===== src/rtl/dma_pkg.sv =====
`timescale 1ns/100ps
package dma_pkg;

    localparam int WORD_W = 16;
    localparam int BUSA_W = WORD_W + 1;

    typedef logic [WORD_W-1:0] word_t;
    typedef logic [BUSA_W-1:0] busa_t;

    typedef struct packed {
        logic [3:0] spare;
        logic       autoinit;
        logic       decr;
    } mode_t;

    typedef struct packed {
        logic [5:0] spare;
        logic       rotate;
        logic       enable;
    } cmd_t;

    // register map (5-bit address)
    localparam logic [1:0] PFX_CHAN   = 2'b00;
    localparam logic [1:0] PFX_BASE   = 2'b11;
    localparam logic [2:0] PFX_MODE   = 3'b010;
    localparam logic [4:0] ADR_CMD    = 5'h0C;
    localparam logic [4:0] ADR_STATUS = 5'h0D;
    localparam logic [4:0] ADR_MASK   = 5'h0E;
    localparam logic [4:0] ADR_SWREQ  = 5'h0F;
    localparam logic [4:0] ADR_WIDTH  = 5'h10;

    function automatic word_t step_addr(word_t a, logic decr);
        return decr ? a - word_t'(1) : a + word_t'(1);
    endfunction

    function automatic busa_t bus_addr(word_t a, logic wide);
        return wide ? {a, 1'b0} : {1'b0, a};
    endfunction

endpackage


===== src/rtl/dma_chan.sv =====
`timescale 1ns/100ps
module dma_chan
    import dma_pkg::*;
(
    input  logic  clk,
    input  logic  rst,
    input  logic  wr_addr,
    input  logic  wr_cnt,
    input  word_t wdata,
    input  logic  step,
    input  logic  decr,
    input  logic  autoinit,
    output word_t cur_addr,
    output word_t cur_cnt,
    output word_t base_addr,
    output word_t base_cnt
);

    logic at_end;
    assign at_end = (cur_cnt == '0);

    always_ff @(posedge clk) begin
        if (rst) begin
            cur_addr  <= '0;
            base_addr <= '0;
        end else if (wr_addr) begin
            cur_addr  <= wdata;
            base_addr <= wdata;
        end else if (step) begin
            cur_addr  <= (at_end && autoinit) ? base_addr : step_addr(cur_addr, decr);
        end
    end

    always_ff @(posedge clk) begin
        if (rst) begin
            cur_cnt  <= '0;
            base_cnt <= '0;
        end else if (wr_cnt) begin
            cur_cnt  <= wdata;
            base_cnt <= wdata;
        end else if (step) begin
            cur_cnt  <= (at_end && autoinit) ? base_cnt : cur_cnt - word_t'(1);
        end
    end

endmodule


===== src/rtl/dma_arb.sv =====
`timescale 1ns/100ps
module dma_arb #(
    parameter int NCH = 4,
    localparam int CIW = $clog2(NCH)
) (
    input  logic [NCH-1:0] pend,
    input  logic           rotate,
    input  logic [CIW-1:0] top,
    output logic           any,
    output logic [CIW-1:0] win
);

    logic [CIW-1:0] idx;

    always_comb begin
        any = 1'b0;
        win = '0;
        idx = '0;
        for (int k = 0; k < NCH; k++) begin
            idx = rotate ? CIW'(int'(top) + k) : CIW'(k);
            if (!any && pend[idx]) begin
                any = 1'b1;
                win = idx;
            end
        end
    end

endmodule


===== src/rtl/dma_engine.sv =====
`timescale 1ns/100ps
module dma_engine
    import dma_pkg::*;
#(
    parameter int NCH = 4,
    localparam int CIW = $clog2(NCH)
) (
    input  logic           clk,
    input  logic           rst,
    input  logic           reg_wr,
    input  logic           reg_rd,
    input  logic [4:0]     reg_addr,
    input  logic [15:0]    reg_wdata,
    output logic [15:0]    reg_rdata,
    input  logic [NCH-1:0] dreq,
    output logic [NCH-1:0] dack,
    input  logic           xfer_ack,
    output logic           xfer_wide,
    output logic [7:0]     adr_lo,
    output logic [8:0]     adr_hi,
    output logic           adstb,
    output logic           eop
);

    word_t cur_a [NCH];
    word_t cur_c [NCH];
    word_t base_a[NCH];
    word_t base_c[NCH];
    mode_t mode_q[NCH];

    cmd_t           cmd_q;
    logic [NCH-1:0] mask_q, swreq_q, width_q, tc_q;
    logic [NCH-1:0] pend, eop_vec, eop_mask;
    logic           active, first_q;
    logic [CIW-1:0] gnt, top_q, win;
    logic           any, auto_sel, rd_status;
    busa_t          badr;

    assign pend      = (dreq | swreq_q) & ~mask_q;
    assign auto_sel  = mode_q[gnt].autoinit;
    assign eop       = active && xfer_ack && (cur_c[gnt] == '0);
    assign eop_vec   = eop ? (NCH'(1) << gnt) : '0;
    assign eop_mask  = auto_sel ? '0 : eop_vec;
    assign rd_status = reg_rd && (reg_addr == ADR_STATUS);

    dma_arb #(.NCH(NCH)) u_arb (
        .pend  (pend),
        .rotate(cmd_q.rotate),
        .top   (top_q),
        .any   (any),
        .win   (win)
    );

    for (genvar i = 0; i < NCH; i++) begin : g_ch
        logic sel_ch, wr_a, wr_c, stp;
        assign sel_ch = reg_wr && (reg_addr[4:3] == PFX_CHAN) && (reg_addr[2:1] == 2'(i));
        assign wr_a   = sel_ch && !reg_addr[0];
        assign wr_c   = sel_ch && reg_addr[0];
        assign stp    = active && xfer_ack && (gnt == CIW'(i)) && !sel_ch;

        dma_chan u_chan (
            .clk      (clk),
            .rst      (rst),
            .wr_addr  (wr_a),
            .wr_cnt   (wr_c),
            .wdata    (reg_wdata),
            .step     (stp),
            .decr     (mode_q[i].decr),
            .autoinit (mode_q[i].autoinit),
            .cur_addr (cur_a[i]),
            .cur_cnt  (cur_c[i]),
            .base_addr(base_a[i]),
            .base_cnt (base_c[i])
        );

        always_ff @(posedge clk) begin
            if (rst)
                mode_q[i] <= '0;
            else if (reg_wr && (reg_addr[4:2] == PFX_MODE) && (reg_addr[1:0] == 2'(i)))
                mode_q[i] <= mode_t'(reg_wdata[5:0]);
        end
    end

    always_ff @(posedge clk) begin
        if (rst) begin
            cmd_q   <= '0;
            mask_q  <= '1;
            swreq_q <= '0;
            width_q <= '0;
            tc_q    <= '0;
            active  <= 1'b0;
            first_q <= 1'b0;
            gnt     <= '0;
            top_q   <= '0;
        end else begin
            first_q <= 1'b0;
            if (!active) begin
                if (cmd_q.enable && any) begin
                    active  <= 1'b1;
                    first_q <= 1'b1;
                    gnt     <= win;
                    top_q   <= win + CIW'(1);
                end
            end else if (xfer_ack) begin
                active <= 1'b0;
            end
            if (reg_wr && reg_addr == ADR_CMD)   cmd_q   <= cmd_t'(reg_wdata[7:0]);
            if (reg_wr && reg_addr == ADR_WIDTH) width_q <= reg_wdata[NCH-1:0];
            mask_q  <= ((reg_wr && reg_addr == ADR_MASK)  ? reg_wdata[NCH-1:0] : mask_q) | eop_mask;
            swreq_q <= ((reg_wr && reg_addr == ADR_SWREQ) ? reg_wdata[NCH-1:0] : swreq_q) & ~eop_vec;
            tc_q    <= (rd_status ? '0 : tc_q) | eop_vec;
        end
    end

    assign badr      = bus_addr(cur_a[gnt], width_q[gnt]);
    assign adr_lo    = badr[7:0];
    assign adr_hi    = badr[16:8];
    assign dack      = active ? (NCH'(1) << gnt) : '0;
    assign adstb     = first_q;
    assign xfer_wide = active && width_q[gnt];

    always_comb begin
        reg_rdata = '0;
        if (reg_addr[4:3] == PFX_CHAN)
            reg_rdata = reg_addr[0] ? cur_c[reg_addr[2:1]] : cur_a[reg_addr[2:1]];
        else if (reg_addr[4:3] == PFX_BASE)
            reg_rdata = reg_addr[0] ? base_c[reg_addr[2:1]] : base_a[reg_addr[2:1]];
        else if (reg_addr[4:2] == PFX_MODE)
            reg_rdata = {10'd0, mode_q[reg_addr[1:0]]};
        else begin
            case (reg_addr)
                ADR_CMD:    reg_rdata = {8'd0, cmd_q};
                ADR_STATUS: reg_rdata = 16'({pend, tc_q});
                ADR_MASK:   reg_rdata = 16'(mask_q);
                ADR_SWREQ:  reg_rdata = 16'(swreq_q);
                ADR_WIDTH:  reg_rdata = 16'(width_q);
                default:    reg_rdata = '0;
            endcase
        end
    end

endmodule


===== config.mk =====
export PLATFORM = sky130hd
export DESIGN_NAME = dma_engine
export DESIGN_NICKNAME = d
export VERILOG_FILES = /design/src/rtl/dma_pkg.sv /design/src/rtl/dma_chan.sv /design/src/rtl/dma_arb.sv /design/src/rtl/dma_engine.sv
export SDC_FILE = /design/constraint.sdc
export NUM_CORES = 1
export LEC_CHECK = 0
export BUFFER_PORTS_ARGS = -buffer_cell sky130_fd_sc_hd__buf_2
export CAP_MARGIN = 5
export CORE_UTILIZATION = 49
export DETAILED_ROUTE_END_ITERATION = 6
export MAX_ROUTING_LAYER = met4
export PLACE_DENSITY_LB_ADDON = 0.08
export SYNTH_ARGS = -nofsm -noshare
export SYNTH_HDL_FRONTEND = slang
export SYNTH_SLANG_ARGS = --single-unit
export TNS_END_PERCENT = 50

===== constraint.sdc =====
create_clock -name clk -period 9.01 [get_ports clk]
set_clock_uncertainty 0.15 [all_clocks]
set_input_delay 1.3515 -clock clk [delete_from_list [all_inputs] [get_ports clk]]
set_output_delay 1.3515 -clock clk [all_outputs]
set_load 0.005 [all_outputs]

* Word-level counts from Yosys, hierarchy flattened *
Memory sizes are Yosys's and may differ from the RTL's. A register that Yosys moved wholly into a read port is not among the register bits.
Index checks and enable logic that the tools add are counted.

word-level totals
  logic and storage cells = 255
  memories kept = 1
  memory bits (read-only) = 0
  bits in latches = 0
  flip-flop bits (word level) = 286
  output and inout port bits = 40
  bits in writable memories = 24
  input port bits = 30

memory list
  memory  depth  bits a word  read ports  clocked after memory_dff  write ports  line              source
  mode_q  4      6            6           1                         4            dma_engine.sv:29  mode_t mode_q[NCH];

operators by class
  reduce and logical (&&, ||, !) cells = 69
  mux-type cells = 104
  magnitude comparators = 7
  multiply operators = 0
  shifts and indexed selects = 1
  bitwise gates (word level) = 14
  divide/modulo/power cells = 0
  equality and inequality tests = 16
  $add $sub $neg = 16

operators with widths
  kind                   number
  $mux 16                44
  $bmux 16 s2            6
  $sub 16x1->16 const B  8
  $logic_not 16->1       5
  $add 16x1->16 const B  4
  $logic_and 1x1->1      42
  $pmux 8 s5             1
  $mux 1                 26
  $mux 4                 6
  $mux 6                 4
  $eq 5x4->1 const B     4
  $mux 2                 10
  $mux 17                1
  $reduce_bool 2->1      8
  $lt 2x3->1 const B     5
  $eq 2x2->1 const B     7
  $or 4x4->4             3
  $bmux 1 s2             5
  $and 4x4->4            2
  $logic_not 1->1        8
  $logic_not 2->1        4
  $mux 8                 1
  $not 4->4              2
  $eq 2x1->1 const B     3
  other kinds (11)       18

* Logic depth before layout (Yosys ltp) *
  word-level depth = 18
  depth in mapped cells = 10
  depth with buffers taken out = 8

* Modules after synthesis *
A second synthesis with hierarchy kept.

unflattened totals
  cells, all modules = 2426
  area, all modules = 20957.6 µm²

modules (own cells, without submodules)
  module                         sequential area each (µm²)  cells an instance  times used  area an instance (µm²)
  dma_chan (g_ch[2].u_chan ...)  1281.2                      476                2           3788.6
  dma_chan (g_ch[0].u_chan ...)  1281.2                      472                2           3706.1
  dma_engine                     1361.3                      494                1           5718.0
  dma_arb                        0.0                         36                 1           250.2

* Worst setup path after synthesis *
Ideal clock, no wire load.

  kind = input to output
  start point = in reg_addr[2]
  end point = out reg_rdata[6]
  buffers on the path = 3
  data arrival time = 3373 ps
  setup slack = 4135 ps
  stages = 7
  cells stage by stage = buf_2 buf_1 buf_1 mux4_2 a221oi_1 a21oi_1 a221o_1

on the way
  longest elaborated chain between the ends = 7
  elaborated cells on any way between the ends = 25
  classes of those cells = 6 x eq/ne; 18 x mux; 1 x bitwise

RTL lines
  element                                      line                                  source
  from (decl)                                  dma_engine.sv:12                      input logic [4:0] reg_addr,
  $not 2->3 (implied by the code)              dma_engine.sv:125, dma_engine.sv:127
  $bmux 16 s2                                  dma_engine.sv:127                     reg_rdata = reg_addr[0] ? base_c[reg_addr[2:1]] : base_a[reg_addr[2:1]];
  $mux 16 (implied by the code) (2 in series)  dma_engine.sv:127
  $mux 16                                      dma_engine.sv:127
  $mux 16                                      dma_engine.sv:126                     else if (reg_addr[4:3] == PFX_BASE)
  $mux 16 (*)                                  dma_engine.sv:124                     if (reg_addr[4:3] == PFX_CHAN)
  to (decl)                                    dma_engine.sv:14                      output logic [15:0] reg_rdata,

Every way passes the cells marked *; elsewhere a longest branch is shown, timed or not. The select of a mux whose other input is x is not followed.

* Worst setup path in the final report *
  start point = in reg_addr[1]
  end point = out reg_rdata[7]

The elaborated chain is that of the path after synthesis.

==> run metrics <==
post-CTS setup buffer count 0; leading post-synthesis cells by cell area dfxtp_1 29%, mux4_2 10%, nand2_1 9.0%; post-synthesis sequential area ratio 0.325; Post-synth EDFFs 24; gr ovfl total 0; Startpoint Class input pin; global-route met1 utilization 0.503; P_sw 897 uW; Mapped Area 20,000 um2; CP arrival 4.26 ns; most frequent cell after synthesis nand2_1; ys flop type dfxtp_1; post-synth top area share 0.289; grt met3 use 0.0572; gr busiest metal met2; Sw Ratio 0.266; Synth Area in Compound Gates 0.236; DR vias 19,800; max_cap viols 0; Clock Path Buffers 3; DR pass1 iterations 7; Yosys Warn Count 0; Hold WC Path Type reg2reg; adder-cell area share of the yosys netlist 0.0441; Slew headroom 0.168; WHS Path Cells 2; Worst Slack Setup Final 3.25 ns; Hold Buf Count CTS 0; initial drt markers 2,729; failing checks DRC; Peak VDD IR 0.000108 V; outcome finished, violations left; top cells by count, synth 480 x nand2_1, 288 x dfxtp_1, 238 x a21oi_1; die height 204 um; number of global-route vias before repair 18,100; placement row count 73; DR WL/cell 26.4 um; Async S/R FF share, synth 0; first-pass GRT wire length 114,000 um; crit share post-route 0.639; IO buf count 69; pin slew with the least headroom to its limit 1.24 ns; CP max FO 52; mux cell area share after synthesis 0.126; Internal 2470 uW; R2R depth 8; Yosys cell types 82; Seq pwr share 0.426; Worst-path clk slew 0.05 ns; Worst Setup End Kind output pin; Clock Power Share 0.473; Num CTS Buffers 38; synthesis-stage register bit count 312; Area growth syn-to-layout 9.94%; Core Footprint 39,900 um2; RSZ-0062 raised after global routing false; final hold slack 0.308 ns; CTS tree built; IO Pins 70; final wirelength 76,600 um; vias per inst 6.83; post-layout minimum cycle time 5.76 ns; Synth Instances 2,373; largest family of logic cells by synthesized area compound AO/OA/AOI/OAI gates; xor/xnor share of the synthesized area 0.0276; DP Worst Slack 3.27 ns; Placed Cells 2,828; setup TNS 0 ns; worst setup path class in2out; routability cong. 0.974; H-tree levels 2; Sink Count 312; net count after synthesis 2,471; largest net degree at the start of global routing 189; Routed Antenna Nets 0; final setup violating endpoints 0; Lkg Pwr 0.00814 uW; fmax 0.174 GHz; final hold vios 0; nets@finish 2,442; Yosys top cell by area dfxtp_1; mean post-synth cell area 8.41 um2; Combinational Power Share 0.101; insertion delay to the later sink of the worst-skew pair 0.55 ns; die area 41,500 um2; CTS Root Cell clkbuf_16; initial core utilization 0.500; Residual DRC 2; pwr/cell area 154 nW/um2; DP Wirelength 54,100 um; Final Max Tran Viols 0; Gates resized, CTS repair 0; initial antenna violation count 3; Die Wd 204 um; GRT Overall Usage 0.374; share of layout cells above drive strength 1 0.137; worst path required time 7.51 ns; met2 Resource Use GR 0.553; Synth Area in Simple Gates 0.200; Finished Layout Cells 2,901
==> cells by family after synthesis <==
kind of cell / count (synthesis)
AND/OR/NAND/NOR: 861
AO/OA/AOI/OAI: 725
flip-flops: 312
buffers and inverters: 207
multiplexers: 137
adder cells (fa/ha/maj): 68
XOR/XNOR: 63
==> metal layers <==
layer / share of wire / vias up
li1: - / 8874
met4: 0.049 / 0
met3: 0.11 / 203
met1: 0.41 / 9530
met5: 0 / -
met2: 0.43 / 1214
==> layout by cell type (no fill, tap or decap), types with 27 or more instances in the layout <==
master | synthesis | final
mux2_2 | 28 | 28
a21o_1 | 42 | 42
xnor2_1 | 36 | 36
ha_1 | 64 | 64
clkbuf_16 | 0 | 41
nor3_1 | 33 | 32
mux4_2 | 89 | 89
a22oi_1 | 27 | 27
and2_1 | 36 | 35
dfxtp_1 | 288 | 288
nand3_1 | 65 | 65
buf_2 | 11 | 66
a21oi_1 | 238 | 236
nor2_1 | 89 | 87
o21ai_0 | 73 | 73
xor2_1 | 27 | 27
inv_1 | 28 | 28
o211ai_1 | 66 | 66
a31oi_1 | 90 | 90
buf_4 | 0 | 40
nand2_1 | 480 | 480
==> path summary, 6_finish.rpt <==
| check | endpoint | slack, ns | start |
|---|---|---|---|
| worst max register to register | g_ch[0].u_chan.cur_addr[13] | 5.06 | active |
| worst min register to register | tc_q[1] | 0.31 | tc_q[1] |
| worst max-delay path | reg_rdata[7] | 3.25 | reg_addr[1] |
| worst min-delay path | tc_q[1] | 0.31 | tc_q[1] |
==> flip-flops by register name, indices dropped and copies added (netlist names), 2 cells and up, named ones only <==
register	flops
g_ch.u_chan.cur_cnt	64
mode_q	24
g_ch.u_chan.base_cnt	64
g_ch.u_chan.cur_addr	64
tc_q	4
g_ch.u_chan.base_addr	64
width_q	4
cmd_q	8
gnt	2
top_q	2
mask_q	4
swreq_q	4
==> through the flow <==
step                 util  total power, uW  instance area, um2
floorplan               -             1680               20000
global placement    0.517             1790               20600
detailed placement  0.517             1790               20600
CTS                 0.549             3370               21900
global route        0.550             3450               21900
finish              0.550             3370               21900
==> worst max-delay path: stages <==
cell      delay, ns
buf_4          0.45
buf_4          0.69
mux4_2         0.58
mux2_2         0.28
a222oi_1       0.39
o21ai_0        0.27
buf_2          0.19
==> power by group through the flow <==
| stage | clock, uW | combinational, uW | sequential (uW) |
|---|---|---|---|
| final | 1590 | 341 | 1430 |
| after global routing | 1650 | 360 | 1440 |
| after CTS | 1600 | 331 | 1430 |
| after detailed placement | 0 | 329 | 1460 |
| after global placement | 0 | 325 | 1460 |
| after floorplan | 0 | 226 | 1450 |
==> layout make-up <==
type / instances / area, um2
Clock inverter: 8 / 68.8
Timing Repair Buffer: 109 / 677
Multi-Input combinational cell: 1854 / 12700
Tap cell: 525 / 657
Inverter: 29 / 109
Antenna cell: 3 / 7.51
Fill cell: 3712 / 18000
Sequential cell: 312 / 6490
Clock buffer: 61 / 1220
Power figures use the tool's default switching activity.
